[config.mk]
export PLATFORM = sky130hd
export DESIGN_NAME = deb3_filter
export DESIGN_NICKNAME = d
export VERILOG_FILES = /design/src/rtl/deb3_pkg.sv /design/src/rtl/deb3_history.sv /design/src/rtl/deb3_vote.sv /design/src/rtl/deb3_filter.sv
export SDC_FILE = /design/constraint.sdc
export NUM_CORES = 1
export LEC_CHECK = 0
export BUFFER_PORTS_ARGS = -buffer_cell sky130_fd_sc_hd__buf_2
export CAP_MARGIN = 20
export CORE_MARGIN = 3
export CORE_UTILIZATION = 40
export CTS_BUF_LIST = sky130_fd_sc_hd__clkbuf_4 sky130_fd_sc_hd__clkbuf_8
export CTS_CLUSTER_SIZE = 12
export DETAILED_ROUTE_END_ITERATION = 6
export HOLD_SLACK_MARGIN = 0.1
export REMOVE_ABC_BUFFERS = 1
export SYNTH_ARGS = -nofsm -noshare
export SYNTH_HDL_FRONTEND = slang
export SYNTH_SLANG_ARGS = --single-unit
[constraint.sdc]
create_clock -name clk -period 1.1 [get_ports clk]
set_clock_uncertainty 0.05 [all_clocks]
set_input_delay 0.055 -clock clk [delete_from_list [all_inputs] [get_ports clk]]
set_output_delay 0.055 -clock clk [all_outputs]
set_load 0.005 [all_outputs]
[src/rtl/deb3_pkg.sv]
package deb3_pkg;
  // Number of stored samples per channel; the raw bit supplies the third.
  localparam int unsigned HIST_DEPTH = 2;

  // One channel: all ones sets, all zeros clears, a mixed window holds.
  function automatic logic settle_bit(input logic newest, input logic prev,
                                      input logic oldest, input logic held);
    return (newest & prev & oldest) | (held & (newest | prev | oldest));
  endfunction
endpackage

[src/rtl/deb3_history.sv]
module deb3_history #(
  parameter int unsigned WIDTH = 8,
  parameter int unsigned DEPTH = 2
) (
  input  logic                         clk,
  input  logic                         rst_n,
  input  logic                         shift_en,
  input  logic [WIDTH-1:0]             din,
  output logic [DEPTH-1:0][WIDTH-1:0]  taps
);
  generate
    for (genvar s = 0; s < DEPTH; s++) begin : g_stage
      logic [WIDTH-1:0] stage_in;
      if (s == 0) begin : g_head
        assign stage_in = din;
      end else begin : g_tail
        assign stage_in = taps[s-1];
      end
      always_ff @(posedge clk) begin
        if (!rst_n)        taps[s] <= '0;
        else if (shift_en) taps[s] <= stage_in;
      end
    end
  endgenerate
endmodule

[src/rtl/deb3_vote.sv]
module deb3_vote #(
  parameter int unsigned WIDTH = 8
) (
  input  logic [WIDTH-1:0] newest,
  input  logic [WIDTH-1:0] prev,
  input  logic [WIDTH-1:0] oldest,
  input  logic [WIDTH-1:0] held,
  output logic [WIDTH-1:0] next_level
);
  import deb3_pkg::*;
  generate
    for (genvar b = 0; b < WIDTH; b++) begin : g_chan
      assign next_level[b] = settle_bit(newest[b], prev[b], oldest[b], held[b]);
    end
  endgenerate
endmodule

[src/rtl/deb3_filter.sv]
module deb3_filter #(
  parameter int unsigned WIDTH = 8
) (
  input  logic             clk,
  input  logic             rst_n,
  input  logic             sample_en,
  input  logic [WIDTH-1:0] raw_in,
  output logic [WIDTH-1:0] clean_out
);
  import deb3_pkg::*;
  localparam int unsigned DEPTH = HIST_DEPTH;

  logic [DEPTH-1:0][WIDTH-1:0] taps;
  logic [WIDTH-1:0]            hist_new;
  logic [WIDTH-1:0]            hist_old;
  logic [WIDTH-1:0]            vote_level;
  logic [WIDTH-1:0]            out_q;

  deb3_history #(.WIDTH(WIDTH), .DEPTH(DEPTH)) u_hist (
    .clk      (clk),
    .rst_n    (rst_n),
    .shift_en (sample_en),
    .din      (raw_in),
    .taps     (taps)
  );

  assign hist_new = taps[0];
  assign hist_old = taps[DEPTH-1];

  deb3_vote #(.WIDTH(WIDTH)) u_vote (
    .newest     (raw_in),
    .prev       (hist_new),
    .oldest     (hist_old),
    .held       (out_q),
    .next_level (vote_level)
  );

  always_ff @(posedge clk) begin
    if (!rst_n)         out_q <= '0;
    else if (sample_en) out_q <= vote_level;
  end

  assign clean_out = out_q;
endmodule

==> flow_summary.ini <==
[grt]
grt_pass1_wl_mm = 3.24
globalRouteOverflowTotal = 0
antenna_found_initial = 0
grt_start_max_net_pins = 33
grt_pass1_vias = 755
grt_usage_pct = 12.1

[floorplanning]
die_w_um = 60.3
die_area_mm2 = 0.00364
initial_core_util_pct = 42.5
num_io_pins = 19
core-area_mm2 = 0.00278
die_h_um = 60.3
num_rows = 19

[worst_setup_path]
crit_cells = 1
cp.required_ns = 1.00
critPathLaunchType = register
cp_slowest_stage_delay_ns = 0.38
slowest_stage = dfxtp_1
r2r_cells = 2
critPathKind = reg2out
crit_buf_inv = 1
crit_family = flip-flops
cp_max_fo = 3
end_kind = primary output
worstPathArrival_ns = 0.81
worstPathCellList = buf_2

[final_layout]
nets = 131
drive_above_1_share_pct = 32.8
layout_commonest_cell = dfxtp_1
diodes = 0
fillers = 250
syn_to_final_growth_pct = 15.7
fin_cells = 150
multiInputGateArea_um2 = 621
final_core_util_pct = 49.1
regArea_um2 = 480
postLayoutCellArea_mm2 = 0.00137
final_cell_mix = 24 x dfxtp_1, 18 x buf_2, 16 x mux2i_1, 16 x nor2b_1

[logic_synthesis]
avgSynthCellArea_um2 = 12.6
ys_seq_elements = 24
synth_area_leaders = dfxtp_1 41%, nor4b_4 16%, mux2i_1 14%
yosysUniqueCellTypes = 11
yosysTopAreaCell = dfxtp_1
synthCells = 94
synth_seq_area_share_pct = 40.7
yosys.area.top_type_share_pct = 40.7
netlist_area_mm2 = 0.00118
yosysWarnings = 0

[power]
ir_drop_mv = 1.02
p_per_area_mw_per_mm2 = 1170
p_leak_nw = 0.537

[timing]
grt_setup_unrepaired = false
setup_viol = 0
final.setup.tns_ns = 0
setup_ws_ns = 0.183
max_freq_mhz = 1090
finalCritPeriodShare_pct = 83.4
finalMaxSlewViolations = 0
timing.final.crit_period_ns = 0.917
final-hold-violation-count = 0
slew_headroom_pct = 77.0
tightest_slew_ns = 0.345

[hold_path]
hp-class = in2reg
hold-path-cell-count = 2

[clock_tree]
worst_skew_pair.late_latency_ns = 0.30
htree_levels = 1
clk_pin_slew_ns = 0.13
cts_setup_buffers = 0
cts_buffers = 3
hold_buffers = 8
clockBufferDepth = 2
cts_tree = yes
cts_resized = 0
cts-root-buf = clkbuf_4
cts.sinks = 24

[place]
pre_cts_slack_ns = 0.236
dp.cells = 138
gp_congestion = 0.664
portBuffers = 18
dpl_cell_area_mm2 = 0.00125

[routing]
vias = 785
wl_per_cell_um = 12.3
wirelength_mm = 1.85
drtIter0Drc = 41
viasPerCell = 5.23
drc = 0
antenna_left = 0
drt-pass1-iter-count = 2

[job]
max_cap_viol_count = 0

[status]
status = completed
==> cell families after synthesis <==
logic type | count (synthesis) | synth area share [%]
simple gates | 32 | 31.4
flops | 24 | 40.7
buf+inv | 6 | 6.78
compound gates | 16 | 7.63
mux | 16 | 13.6
==> report_power, final <==
part           total (W)  internal [W]  leakage, nW  switching, W
clock           0.000460      0.000202       0.0210      0.000258
combinational   0.000208      0.000121        0.321     0.0000868
sequential      0.000934      0.000897        0.196     0.0000365
total            0.00160       0.00122        0.537      0.000381
==> state kept, by name, indices dropped and copies added (netlist names) <==
name,count
clean_out,8
u_hist.g_stage.stage_in,8
u_hist.taps,8
==> path summary, 6_finish.rpt <==
| path | from | to | slack (ns) |
|---|---|---|---|
| setup / recovery | clean_out[0]$_SDFFE_PN0P_ | clean_out[0] | 0.18 |
| hold / removal | rst_n | u_hist.g_stage[1].stage_in[5]$_SDFFE_PN0P_ | 0.11 |
| setup reg to reg | u_hist.g_stage[1].stage_in[4]$_SDFFE_PN0P_ | clean_out[4]$_SDFFE_PN0P_ | 0.22 |
| hold reg to reg | u_hist.taps[9]$_SDFFE_PN0P_ | u_hist.taps[9]$_SDFFE_PN0P_ | 0.53 |
==> Yosys cell counts <==
master	number
buf_12	3
buf_2	1
nor2b_1	16
mux2i_1	16
buf_6	1
nor4b_4	8
clkbuf_1	1
a31oi_1	8
o21ai_0	8
dfxtp_1	24
nor3_2	8
==> per-stage QoR <==
step,power (W),hold WS [ns]
2_1_floorplan,0.00106,0.133
3_3_place_gp,0.00113,0.329
3_5_place_dp,0.00114,0.338
4_1_cts,0.00163,0.100
5_1_grt,0.00170,0.125
6_report,0.00160,0.113
==> per-layer routing <==
layer,vias up,track usage [%],share of wire (%)
li1,391,-,-
met1,379,13.6,46
met2,13,21.3,48
met3,2,4.26,4.8
met4,0,3.80,0.92
met5,-,0,0
==> cell type report <==
class / instances / share of cell area (%)
Sequential cell: 24 / 35.2
Multi-Input combinational cell: 64 / 45.4
Timing Repair Buffer: 27 / 13.9
Tap cell: 31 / 2.84
Clock buffer: 4 / 2.66
(Power assumes the default switching activity.)
